<file path="src/rtl/stream_put_pkg.sv">
package stream_put_pkg;
  typedef enum logic {
    BEAT_DATA = 1'b0,
    BEAT_CTRL = 1'b1
  } beat_kind_e;

  function automatic logic beat_last(beat_kind_e kind);
    return kind == BEAT_CTRL;
  endfunction
endpackage

</file>
<file path="src/rtl/stream_out_slot.sv">
module stream_out_slot #(
  parameter int DW = 32
) (
  input  logic          clk,
  input  logic          rst_n,
  input  logic          load,
  input  logic [DW-1:0] ld_data,
  input  logic          ld_last,
  input  logic          tready,
  output logic          tvalid,
  output logic [DW-1:0] tdata,
  output logic          tlast,
  output logic          busy
);
  assign busy = tvalid & ~tready;

  always_ff @(posedge clk) begin
    if (!rst_n) begin
      tvalid <= 1'b0;
      tdata  <= '0;
      tlast  <= 1'b0;
    end else begin
      if (load) begin
        tvalid <= 1'b1;
        tdata  <= ld_data;
        tlast  <= ld_last;
      end else if (tready) begin
        tvalid <= 1'b0;
      end
    end
  end

  a_r7_hold_stable: assert property (@(posedge clk) disable iff (!rst_n)
    tvalid && !tready |=> tvalid && $stable(tdata) && $stable(tlast));

  a_r8_drop_after_beat: assert property (@(posedge clk) disable iff (!rst_n)
    tvalid && tready && !load |=> !tvalid);

  a_r3_no_overwrite: assert property (@(posedge clk) disable iff (!rst_n)
    load |-> !(tvalid && !tready));
endmodule

</file>
<file path="src/rtl/stream_put_ctrl.sv">
module stream_put_ctrl #(
  parameter int NPORTS = 16,
  parameter int IDXW   = $clog2(NPORTS)
) (
  input  logic              clk,
  input  logic              rst_n,
  input  logic              cmd_valid,
  input  logic [IDXW-1:0]   cmd_port,
  input  logic              cmd_nonblock,
  input  logic [NPORTS-1:0] port_busy,
  output logic [NPORTS-1:0] load_vec,
  output logic              stall,
  output logic              carry
);
  logic in_range;
  logic sel_busy;
  logic accept;

  assign in_range = 32'(cmd_port) < NPORTS;
  assign sel_busy = in_range ? port_busy[cmd_port] : 1'b0;
  assign stall    = cmd_valid & ~cmd_nonblock & sel_busy;
  assign accept   = cmd_valid & in_range & ~sel_busy;

  for (genvar i = 0; i < NPORTS; i++) begin : g_dec
    assign load_vec[i] = accept & (cmd_port == IDXW'(i));
  end

  always_ff @(posedge clk) begin
    if (!rst_n)
      carry <= 1'b0;
    else if (cmd_valid && cmd_nonblock)
      carry <= sel_busy;
  end

  a_r4_nb_no_stall: assert property (@(posedge clk) disable iff (!rst_n)
    cmd_valid && cmd_nonblock |-> !stall);

  a_r4_carry_on_drop: assert property (@(posedge clk) disable iff (!rst_n)
    cmd_valid && cmd_nonblock && stall == 1'b0 && load_vec == '0 && in_range |=> carry);

  a_r10_blocking_keeps_carry: assert property (@(posedge clk) disable iff (!rst_n)
    cmd_valid && !cmd_nonblock |=> $stable(carry));

  a_r9_single_load: assert property (@(posedge clk) disable iff (!rst_n)
    $onehot0(load_vec));
endmodule

</file>
<file path="src/rtl/stream_put_unit.sv">
module stream_put_unit #(
  parameter int NPORTS = 16,
  parameter int DW     = 32,
  parameter int IDXW   = $clog2(NPORTS)
) (
  input  logic                 clk,
  input  logic                 rst_n,
  input  logic                 cmd_valid,
  input  logic [DW-1:0]        cmd_data,
  input  logic [IDXW-1:0]      cmd_port,
  input  logic                 cmd_nonblock,
  input  logic                 cmd_ctrl,
  output logic                 stall,
  output logic                 carry,
  output logic [NPORTS-1:0]    m_tvalid,
  input  logic [NPORTS-1:0]    m_tready,
  output logic [NPORTS*DW-1:0] m_tdata,
  output logic [NPORTS-1:0]    m_tlast
);
  import stream_put_pkg::*;

  logic [NPORTS-1:0] load_vec;
  logic [NPORTS-1:0] port_busy;
  logic              ld_last;

  assign ld_last = beat_last(beat_kind_e'(cmd_ctrl));

  stream_put_ctrl #(.NPORTS(NPORTS), .IDXW(IDXW)) i_ctrl (
    .clk          (clk),
    .rst_n        (rst_n),
    .cmd_valid    (cmd_valid),
    .cmd_port     (cmd_port),
    .cmd_nonblock (cmd_nonblock),
    .port_busy    (port_busy),
    .load_vec     (load_vec),
    .stall        (stall),
    .carry        (carry)
  );

  for (genvar p = 0; p < NPORTS; p++) begin : g_port
    stream_out_slot #(.DW(DW)) i_slot (
      .clk     (clk),
      .rst_n   (rst_n),
      .load    (load_vec[p]),
      .ld_data (cmd_data),
      .ld_last (ld_last),
      .tready  (m_tready[p]),
      .tvalid  (m_tvalid[p]),
      .tdata   (m_tdata[p*DW +: DW]),
      .tlast   (m_tlast[p]),
      .busy    (port_busy[p])
    );
  end

  a_r1_reset_idle: assert property (@(posedge clk)
    !rst_n |=> m_tvalid == '0 && !carry);

  a_r2_load_shows: assert property (@(posedge clk) disable iff (!rst_n)
    cmd_valid && !stall && !cmd_nonblock |=> m_tvalid[$past(cmd_port)]);

  a_r6_last_follows_kind: assert property (@(posedge clk) disable iff (!rst_n)
    cmd_valid && !cmd_nonblock && !stall |=> m_tlast[$past(cmd_port)] == $past(cmd_ctrl));
endmodule

</file>
<file path="config.mk">
export PLATFORM = sky130hd
export DESIGN_NAME = stream_put_unit
export DESIGN_NICKNAME = d
export VERILOG_FILES = /design/src/rtl/stream_put_pkg.sv /design/src/rtl/stream_out_slot.sv /design/src/rtl/stream_put_ctrl.sv /design/src/rtl/stream_put_unit.sv
export SDC_FILE = /design/constraint.sdc
export NUM_CORES = 1
export LEC_CHECK = 0
export ABC_AREA = 1
export BUFFER_PORTS_ARGS = -buffer_cell sky130_fd_sc_hd__buf_2
export CELL_PAD_IN_SITES_DETAIL_PLACEMENT = 1
export CELL_PAD_IN_SITES_GLOBAL_PLACEMENT = 1
export CORE_ASPECT_RATIO = 1.2
export CORE_MARGIN = 8
export CORE_UTILIZATION = 40
export CTS_CLUSTER_DIAMETER = 120
export DETAILED_ROUTE_END_ITERATION = 12
export GPL_TIMING_DRIVEN = 0
export HOLD_SLACK_MARGIN = 0.08
export PLACE_DENSITY = 0.87
export SLEW_MARGIN = 20
export SYNTH_ARGS = -nofsm -noshare
export SYNTH_HDL_FRONTEND = slang
export SYNTH_SLANG_ARGS = --single-unit
export TNS_END_PERCENT = 50
</file>
<file path="constraint.sdc">
create_clock -name clk -period 2.65 [get_ports clk]
set_input_delay 0.1325 -clock clk [delete_from_list [all_inputs] [get_ports clk]]
set_output_delay 0.1325 -clock clk [all_outputs]
set_load 0.005 [all_outputs]
</file>
==> impl_metrics.env, run 1 <==
export IMPL_area_growth_pct=24.8
export IMPL_core_um2=65600
export IMPL_synth_distinct_cells=16
export IMPL_yosysTopAreaCell="dfxtp_1"
export IMPL_period_share_pct=94.5
export IMPL_clockBufferDepth=3
export IMPL_wl_per_cell_um=22.2
export IMPL_root_buffer="clkbuf_16"
export IMPL_powerDensity_nw_per_um2=578
export IMPL_antenna_found_initial=3
export IMPL_portBuffers=600
export IMPL_peakVddDrop_uv=459
export IMPL_fin_total_pwr_mw=19.0
export IMPL_cpPeakStageDelay_ns=0.34
export IMPL_first_global_vias=30700
export IMPL_min_path_type="in -> reg"
export IMPL_synth_seq_area_share_pct=41.3
export IMPL_die_w_um=251
export IMPL_cts_tree="built"
export IMPL_drtIter0Drc=1717
export IMPL_ys_top_cells_by_area="dfxtp_1 41%, nand2_1 15%, inv_1 15%, nand4_1 12%, nor2_1 8.1%"
export IMPL_cap_violations=0
export IMPL_required_ns=3.16
export IMPL_finalSetupViolCount=0
export IMPL_die_area_um2=74600
export IMPL_crit_slowest_cell="dfxtp_1"
export IMPL_critPathArrivalTime_ns=3.01
export IMPL_rows=103
export IMPL_syn_nets=4282
export IMPL_ys_ff_latch=545
export IMPL_ant_nets=0
export IMPL_clkLatencyLatePin_ns=0.62
export IMPL_num_vias=30000
export IMPL_critPathKind="reg -> reg"
export IMPL_grt_max_degree=15
export IMPL_die_h_um=298
export IMPL_clk_pin_slew_ns=0.06
export IMPL_netlist_area_leader_share_pct=41.3
export IMPL_rsz0062_at_grt="false"
export IMPL_viasPerCell=5.15
export IMPL_routed_wl_mm=129
export IMPL_io_pins=603
export IMPL_synth_yosys_warnings=0
export IMPL_dp_hpwl_mm=95.0
export IMPL_layout_drive_gt1_share_pct=19.6
export IMPL_cts_buffers=58
export IMPL_hold_violations=0
export IMPL_placed_cell_area_um2=30500
export IMPL_syn_inst=4225
export IMPL_worst_pin_slew_ns=1.20
export IMPL_fin_skew_ns=0.0190
export IMPL_fmax_mhz=399
export IMPL_status="completed"
export IMPL_cts_sinks=545
export IMPL_synth_avg_cell_area_um2=6.26
export IMPL_finalNonFillerCells=5820
export IMPL_grt_usage_pct=33.3
export IMPL_slew_viol_final=0
export IMPL_grt_pass1_wl_mm=190
export IMPL_leakagePower_nw=17.7
export IMPL_syn_area_um2=26400
export IMPL_cp_start_kind="register"
export IMPL_stdcell_area_um2=33000
export IMPL_globalRouteOverflowTotal=0
export IMPL_drcViolationCount=0
export IMPL_setup_worst_path_end_class="register"
export IMPL_drt_first_pass_iters=9
export IMPL_nets=4985
export IMPL_max_slew_margin_rel_pct=20.3
export IMPL_htree_num_levels=2
export IMPL_period_needed_ns=2.50
export IMPL_cpMostUsedCell="nand2_1"
export IMPL_start_util_pct=40.3
export IMPL_critPathMaxFanout=10
export IMPL_globalplace_congestion=0.979
export IMPL_dp_cells=5665
export IMPL_path_cells="nand2_2, nor2_1, nor2_1, nand2_1, nand2_1, nand2_1, nor2_4, buf_4, buf_4, buf_2, nand4_1, nand2_1, nor2_1"
what timing repair did:
action                                  4_1_cts  5_1_grt
gates resized for setup                      12       10
hold buffers                                 40        0
buffers inserted                              0        3
hold endpoints to repair                    129        0
pin swaps                                     1        2
endpoints found under the setup margin      119       34
sequential cells by signal, summed over array words and instances, names as in the netlist:
register and count:
g_port.i_slot.tdata 512, g_port.i_slot.tlast 16, g_port.i_slot.tvalid 16, i_ctrl.carry 1
metrics by stage:
step                worst slack, ns  TNS (ns)  utilization, %  hold slack (ns)
floorplan                      1.01         0               -            0.298
global placement             -0.354    -27.50            46.5            0.411
detailed placement           -0.345    -28.06            46.5            0.415
CTS                          0.0327         0            50.2           0.0938
global route                0.00119         0            50.3            0.128
finish                        0.147         0            50.3            0.118
Yosys cell counts:
cell	n
a21oi_1	17
buf_1	93
clkbuf_1	112
nor2_2	1
buf_2	102
inv_2	89
inv_1	1023
nand2_1	1091
nand3_2	16
nor2_1	569
dfxtp_1	545
nand4_1	528
clkinv_1	1
nand3_1	2
nor3b_1	1
buf_4	35
final cells by class:
class                           count  area, um2
Antenna cell                        4       10.0
Buffer                            342       1590
Clock buffer                       95       1830
Clock inverter                     13        128
Fill cell                        8982      32600
Inverter                         1113       4180
Multi-Input combinational cell   2225       9840
Sequential cell                   545      10900
Tap cell                          840       1050
Timing Repair Buffer              643       3440
placed cells by master (no fill, tap or decap):
cell type         n
a21oi_1          17
buf_1            92
buf_12            2
buf_2           701
buf_4            38
bufinv_16         2
clkbuf_1        103
clkbuf_16        61
clkbuf_2         25
clkbuf_8         18
clkinv_1          1
clkinv_2          7
clkinv_4          1
clkinvlp_4        2
dfxtp_1         544
dfxtp_2           1
diode_2           4
dlygate4sd3_1    40
inv_1          1023
inv_2            89
inv_6             1
nand2_1        1083
nand2_2           8
nand3_1           2
nand3_2          16
nand4_1         528
nor2_1          568
nor2_2            1
nor2_4            1
nor3b_2           1
cells by family after synthesis:
logic type      synth area share [%]
simple gates                    36.8
buf+inv                         21.6
flops                           41.3
compound gates                 0.322
path summary, 6_finish.rpt:
check / start / to / slack (ns) / cells after the start
setup / recovery: g_port[3].i_slot.tvalid / g_port[1].i_slot.tdata[23] / 0.15 / 13
setup reg to reg: g_port[3].i_slot.tvalid / g_port[1].i_slot.tdata[23] / 0.15 / 13
hold / removal: cmd_data[5] / g_port[8].i_slot.tdata[5] / 0.12 / 5
hold reg to reg: g_port[1].i_slot.tvalid / g_port[1].i_slot.tvalid / 0.49 / 2
layer usage:
layer | GRT usage (%) | vias to the layer above | routed length (um)
met3 | 7.52 | 438 | 10500
met5 | 0 | - | 25
li1 | - | 13900 | -
met4 | 23.4 | 4 | 10200
met2 | 56.2 | 1337 | 60900
met1 | 36.7 | 14300 | 47800
power by group:
group | switching, mW | internal, mW | leakage [nW] | total [mW]
registers | 0.130 | 8.38 | 4.41 | 8.50
clock network | 3.62 | 4.90 | 0.965 | 8.51
logic | 1.45 | 0.577 | 12.3 | 2.03
worst max-delay path, delay by kind of cell, from the launching register on:
kind | cells | cell delay [ns]
buffers and inverters | 3 | 0.81
and+or+nand+nor | 10 | 1.22
DFF | 1 | 0.34
(Power assumes the default switching activity.)
==> run 2, diff against run 1 <==
--- a/config.mk
+++ b/config.mk
@@ -7,12 +7,11 @@
 export LEC_CHECK = 0
 export ABC_AREA = 1
-export BUFFER_PORTS_ARGS = -buffer_cell sky130_fd_sc_hd__buf_2
 export CELL_PAD_IN_SITES_DETAIL_PLACEMENT = 1
 export CELL_PAD_IN_SITES_GLOBAL_PLACEMENT = 1
 export CORE_ASPECT_RATIO = 1.2
-export CORE_MARGIN = 8
-export CORE_UTILIZATION = 40
+export CORE_UTILIZATION = 47
 export CTS_CLUSTER_DIAMETER = 120
 export DETAILED_ROUTE_END_ITERATION = 12
+export DONT_BUFFER_PORTS = 1
 export GPL_TIMING_DRIVEN = 0
 export HOLD_SLACK_MARGIN = 0.08
==> constraint.sdc (replaced) <==
create_clock -name clk -period 2.65 [get_ports clk]
set_input_delay 0.53 -clock clk [delete_from_list [all_inputs] [get_ports clk]]
set_output_delay 0.53 -clock clk [all_outputs]
set_load 0.005 [all_outputs]
==> run 2 against run 1 <==
  * Non-clock buffer count fell by 634
  * Register-to-register slack improved by 0.05 ns
  * Via count fell by 10%
  * Final cell count fell by 13%
  * Power fell by 1.8%
  * Core utilization rose by 3.2 points
==> impl_metrics.env, run 2 (same netlist as run 1, synthesis figures left out) <==
export IMPL_cts_buffers=58
export IMPL_multi_input_area_um2=9870
export IMPL_worst_pin_slew_ns=1.22
export IMPL_clk_pin_slew_ns=0.06
export IMPL_period_needed_ns=2.56
export IMPL_min_path_type="in -> reg"
export IMPL_max_slew_margin_rel_pct=18.4
export IMPL_grt_max_degree=20
export IMPL_fmax_mhz=390
export IMPL_cts_sinks=545
export IMPL_wl_met2_mm=53.8
export IMPL_rsz0062_at_grt="false"
export IMPL_clockBufferDepth=3
export IMPL_tns_ns=0
export IMPL_portBuffers=0
export IMPL_hold_path_depth=3
export IMPL_top_layer="met5"
export IMPL_root_buffer="clkbuf_16"
export IMPL_core_um2=55200
export IMPL_largest_reg_flops=512
export IMPL_p_switching_mw=5.02
export IMPL_viasPerCell=5.33
export IMPL_holdPathEnd="g_port[10].i_slot.tvalid"
export IMPL_nets=4351
export IMPL_power_frac_seq_pct=45.9
export IMPL_layout_drive_gt1_share_pct=8.94
export IMPL_io_pins=603
export IMPL_peakVddDrop_uv=572
export IMPL_globalplace_congestion=0.913
export IMPL_min_from="m_tready[10]"
export IMPL_powerDensity_nw_per_um2=634
export IMPL_period_share_pct=96.7
export IMPL_rr_endpoint="g_port[14].i_slot.tlast"
export IMPL_pre_cts_ws_ns=-1.05
export IMPL_grt_usage_pct=38.9
export IMPL_required_ns=2.12
export IMPL_htree_num_levels=2
export IMPL_largest_register="g_port.i_slot.tdata"
export IMPL_finalSetupViolCount=0
export IMPL_slew_viol_final=0
export IMPL_die_w_um=218
export IMPL_setup_worst_path_end_class="primary output"
export IMPL_die_h_um=262
export IMPL_clkPwrFrac_pct=45.3
export IMPL_grt_pass1_wl_mm=166
export IMPL_leakagePower_nw=14.4
export IMPL_globalRouteOverflowTotal=0
export IMPL_fillers=7649
export IMPL_final_common_cell="nand2_1"
export IMPL_fin_skew_ns=0.0166
export IMPL_hold_worst_slack_ns=0.135
export IMPL_dp_hpwl_mm=83.1
export IMPL_fin_ws_ns=0.0887
export IMPL_met1Wirelength_mm=39.6
export IMPL_switching_share_pct=26.8
export IMPL_wl_per_cell_um=22.6
export IMPL_num_vias=27000
export IMPL_r2r_cells=12
export IMPL_dr_wl_met3_mm=11.5
export IMPL_cp_start_kind="input port"
export IMPL_rows=94
export IMPL_cts_tree="built"
export IMPL_drcViolationCount=0
export IMPL_critPathKind="in -> out"
export IMPL_first_global_vias=27000
export IMPL_rrSetupSlack_ns=0.20
export IMPL_fin_total_pwr_mw=18.7
export IMPL_largestRegisters="g_port.i_slot.tdata (512), g_port.i_slot.tlast (16), g_port.i_slot.tvalid (16)"
export IMPL_internal_power_mw=13.7
export IMPL_hold_violations=0
export IMPL_drt_first_pass_iters=6
export IMPL_start_util_pct=47.9
export IMPL_status="completed"
export IMPL_antenna_found_initial=5
export IMPL_critPathArrivalTime_ns=2.03
export IMPL_cap_violations=0
export IMPL_critPathMaxFanout=19
export IMPL_routed_wl_mm=114
export IMPL_p_comb_share_pct=8.9
export IMPL_area_growth_pct=11.6
export IMPL_seq_area_um2=10900
export IMPL_layout_common_cells="1,078 x nand2_1, 1,023 x inv_1, 566 x nor2_1"
export IMPL_drtIter0Drc=1759
export IMPL_ant_nets=0
export IMPL_clkLatencyLatePin_ns=0.63
export IMPL_die_area_um2=57200
export IMPL_r2r_start="g_port[3].i_slot.tvalid"
run 2: timing repair:
action | 4_1_cts | 5_1_grt
hold buffers | 1 | 0
gates resized for setup | 27 | 13
setup buffers | 2 | 6
hold endpoints to repair | 1 | 0
pin swaps | 4 | 4
endpoints found under the setup margin | 13 | 85
run 2: worst max-delay path by stage:
stage / start / endpoint / depth (start not counted)
floorplan: cmd_valid / stall / 5
global placement: cmd_valid / stall / 5
detailed placement: cmd_valid / stall / 5
CTS: g_port[13].i_slot.tvalid / stall / 9
global route: g_port[1].i_slot.tvalid / stall / 9
finish: cmd_valid / stall / 4
run 2: power groups by stage:
stage               registers (mW)  clock network, mW  logic, mW
CTS                           8.58               8.51       1.63
detailed placement            8.76                  0       1.60
global route                  8.59               8.80       1.81
finish                        8.58               8.47       1.66
floorplan                     8.66                  0       1.04
global placement              8.75                  0       1.55
run 2: area by class of cell:
type	count	share of cell area, %
Sequential cell	545	37.0
Multi-Input combinational cell	2225	33.5
Inverter	1113	14.2
Clock buffer	95	6.25
Buffer	340	5.33
Tap cell	720	3.05
Clock inverter	10	0.361
Timing Repair Buffer	11	0.314
Antenna cell	3	0.0255
run 2: through the flow:
step | instances | area (um2) | util [%]
floorplan | 4225 | 26400 | -
global placement | 4945 | 27300 | 49.6
detailed placement | 4946 | 27400 | 49.6
CTS | 5052 | 29400 | 53.3
global route | 5061 | 29500 | 53.5
finish | 5062 | 29500 | 53.5
run 2: critical path: stages:
cell and delay [ns]:
clkbuf_2 0.29, buf_4 0.32, clkbuf_2 0.45, nor3b_4 0.43
run 2: layer usage:
metal	global-route usage [%]	vias up
li1	-	12600
met4	28.1	6
met3	14.2	430
met5	0	-
met2	66.0	1090
met1	39.3	12900
==> run 3, diff against run 2 <==
BUFFER_PORTS_ARGS = -buffer_cell sky130_fd_sc_hd__buf_2   (was unset)
CORE_AREA = 2 2 233 235   (was unset)
CORE_ASPECT_RATIO = unset   (was 1.2)
CORE_UTILIZATION = unset   (was 47)
DIE_AREA = 0 0 235 237   (was unset)
DONT_BUFFER_PORTS = unset   (was 1)
PLACE_DENSITY = 0.82   (was 0.87)
RECOVER_POWER = 50   (was unset)
SYNTH_HIERARCHICAL = 1   (was unset)
==> run 3 against run 2 <==
  * Clock power shrank 1%
  * Wire length fell by 23%
  * Clock-buffer cell count shrank 6
  * Core utilization fell by 6.3 points
  * Largest cell class unchanged
  * Sequential power is 1% lower
==> impl_metrics.env, run 3 <==
export IMPL_status="completed"
export IMPL_clkPwrFrac_pct=46.7
export IMPL_syn_area_um2=19400
export IMPL_synth_edf_count=0
export IMPL_async_flop_share_pct=0
export IMPL_cap_violations=0
export IMPL_dp_cells=3767
export IMPL_synth_xor_area_share_pct=0
export IMPL_yosys_top_cells_count="1,069 x nor2_1, 545 x dfxtp_1, 529 x o21ai_0"
export IMPL_min_from="m_tready[14]"
export IMPL_syn_inst=2469
export IMPL_netlist_area_leader_share_pct=56.2
export IMPL_largest_register="g_port.i_slot/tdata"
export IMPL_holdBufCountCts=0
export IMPL_min_path_type="in -> reg"
export IMPL_synth_top_family_by_area="simple AND/OR/NAND/NOR gates"
export IMPL_largest_reg_flops=512
export IMPL_layout_common_cells="1,063 x nor2_1, 545 x dfxtp_1, 529 x o21ai_0"
export IMPL_grt_pass1_wl_mm=130
export IMPL_rows=85
export IMPL_switching_share_pct=23.9
export IMPL_dp_hpwl_mm=60.8
export IMPL_layout_drive_gt1_share_pct=15.3
export IMPL_drt_first_pass_iters=5
export IMPL_first_global_vias=20900
export IMPL_placed_cell_area_um2=23300
export IMPL_area_growth_pct=29.5
export IMPL_globalplace_congestion=0.833
export IMPL_cpMostUsedCell="nand2_1"
export IMPL_cts_tree="built"
export IMPL_cpLargestDelayFamily="simple AND/OR/NAND/NOR gates"
export IMPL_synth_distinct_cells=14
export IMPL_p_switching_mw=4.28
export IMPL_period_needed_ns=2.49
export IMPL_crit_start="g_port[3].i_slot/tvalid"
export IMPL_r2r_start="g_port[3].i_slot/tvalid"
export IMPL_yosysMostFrequentCell="nor2_1"
export IMPL_viasPerCell=5.17
export IMPL_powerDensity_nw_per_um2=712
export IMPL_routed_wl_mm=87.9
export IMPL_crit_buf_inv=4
export IMPL_ys_top_cells_by_area="dfxtp_1 56%, nor2_1 21%, o21ai_0 14%, buf_6 2.0%, clkbuf_4 1.9%"
export IMPL_cp_start_kind="register"
export IMPL_wl_per_cell_um=22.5
export IMPL_globalRouteOverflowTotal=0
export IMPL_yosys_area_share_simple_pct=22.6
export IMPL_peakVddDrop_uv=478
export IMPL_power_frac_seq_pct=47.3
export IMPL_cpPeakStageDelay_ns=0.32
export IMPL_hold_violations=0
export IMPL_die_h_um=237
export IMPL_antenna_found_initial=3
export IMPL_clockBufferDepth=3
export IMPL_ys_flop_type="dfxtp_1"
export IMPL_synth_yosys_warnings=6
export IMPL_synth_avg_cell_area_um2=7.86
export IMPL_synth_seq_area_share_pct=56.2
export IMPL_fillers=6870
export IMPL_seq_area_um2=10900
export IMPL_io_pins=603
export IMPL_setup_worst_path_end_class="register"
export IMPL_fin_skew_ns=0.0263
export IMPL_syn_nets=2526
export IMPL_grt_max_degree=64
export IMPL_internal_power_mw=13.6
export IMPL_nets=3215
export IMPL_num_vias=20100
export IMPL_stdcell_area_um2=25100
export IMPL_period_share_pct=94.1
export IMPL_synthAdderAreaFrac_pct=0
export IMPL_die_w_um=235
export IMPL_crit_slowest_cell="dfxtp_1"
export IMPL_largestRegisters="g_port.i_slot/tdata (512), g_port.i_slot/tlast (16), g_port.i_slot/tvalid (16)"
export IMPL_p_comb_share_pct=5.9
export IMPL_critPathKind="reg -> reg"
export IMPL_drcViolationCount=0
export IMPL_critPathArrivalTime_ns=3.04
export IMPL_path_cells="nand2_1, inv_1, nand2_1, nand2_1, nand2_1, nand2_1, nand2_1, nand2_1, nor2_4, nand2_4, buf_6, nor2_4, buf_4, buf_2, o21ai_0, nor2_1"
export IMPL_htree_num_levels=2
export IMPL_cts_sinks=545
export IMPL_cts_buffers=58
export IMPL_slew_viol_final=0
export IMPL_ys_ff_latch=545
export IMPL_synthMuxAreaShare_pct=0
export IMPL_clk_pin_slew_ns=0.06
export IMPL_max_slew_margin_rel_pct=58.2
export IMPL_drtIter0Drc=1233
export IMPL_clkLatencyLatePin_ns=0.62
export IMPL_final_common_cell="nor2_1"
export IMPL_fmax_mhz=401
export IMPL_die_area_um2=55700
export IMPL_start_util_pct=36.4
export IMPL_grt_usage_pct=30.5
export IMPL_critPathMaxFanout=10
export IMPL_finalSetupViolCount=0
export IMPL_required_ns=3.20
export IMPL_leakagePower_nw=11.9
export IMPL_yosysTopAreaCell="dfxtp_1"
export IMPL_worst_pin_slew_ns=0.626
export IMPL_multi_input_area_um2=7220
export IMPL_finalNonFillerCells=3900
export IMPL_ant_nets=0
export IMPL_synth_compound_area_share_pct=14.1
export IMPL_root_buffer="clkbuf_16"
export IMPL_portBuffers=601
export IMPL_fin_util_pct=47.1
export IMPL_rsz0062_at_grt="true"
export IMPL_core_um2=53300
run 3: final timing paths:
kind | end | slack (ns) | cells after the start
worst max-delay path | g_port[2].i_slot/tdata[14] | 0.16 | 16
worst min-delay path | g_port[14].i_slot/tvalid | 0.19 | 4
worst max register to register | g_port[2].i_slot/tdata[14] | 0.16 | 16
worst min register to register | g_port[1].i_slot/tdata[29] | 0.50 | 2
run 3: cell type report:
type | count | area share, %
plain buffers | 145 | 4.38
flip-flops and latches | 545 | 43.4
inverters | 72 | 1.11
diodes | 1 | 0.00996
well taps | 696 | 3.47
clock inverters | 16 | 0.548
multi-input cells | 1705 | 28.7
repair buffers | 631 | 11.0
clock buffers | 89 | 7.33
run 3: metal layers:
layer | routed length, um | vias up | track usage [%]
li1 | - | 9238 | -
met1 | 35000 | 9851 | 36.0
met2 | 42100 | 796 | 51.8
met3 | 6060 | 257 | 6.88
met4 | 4770 | 2 | 15.8
met5 | 12 | - | 0
run 3: kinds of logic after synthesis:
| family | after synthesis |
|---|---|
| AO/OA/AOI/OAI | 546 |
| buffers and inverters | 219 |
| flip-flops | 545 |
| AND/OR/NAND/NOR | 1159 |
run 3: power groups by stage:
| stage | clock network (mW) | logic, mW | registers, mW |
|---|---|---|---|
| after floorplan | 0 | 0.379 | 8.65 |
| after global placement | 0 | 1.02 | 8.63 |
| after detailed placement | 0 | 1.06 | 8.64 |
| after CTS | 8.46 | 1.09 | 8.46 |
| after global routing | 8.80 | 1.14 | 8.48 |
| final | 8.36 | 1.06 | 8.47 |
run 3: per-stage QoR:
| step | setup slack [ns] | setup TNS [ns] | hold WS, ns | total power, mW |
|---|---|---|---|---|
| after floorplan | 0.604 | 0 | 0.472 | 9.03 |
| after CTS | 0.0451 | 0 | 0.166 | 18.0 |
| after global routing | -0.0158 | -0.0289 | 0.185 | 18.4 |
| after global placement | -1.20 | -389.91 | 0.469 | 9.65 |
| after detailed placement | -0.945 | -357.92 | 0.478 | 9.70 |
| final | 0.156 | 0 | 0.186 | 17.9 |
run 3: repair_timing:
action                     in CTS  in global routing
buffers inserted               18                 11
resized for setup              22                  8
pin swaps                       7                  7
setup endpoints to repair     537                118
run 3: worst reg2reg max path, delay by kind of cell (launching register included):
family	cells	cell delay, ns
flops	1	0.32
compound gates	1	0.12
simple gates	11	1.27
buf+inv	4	0.72
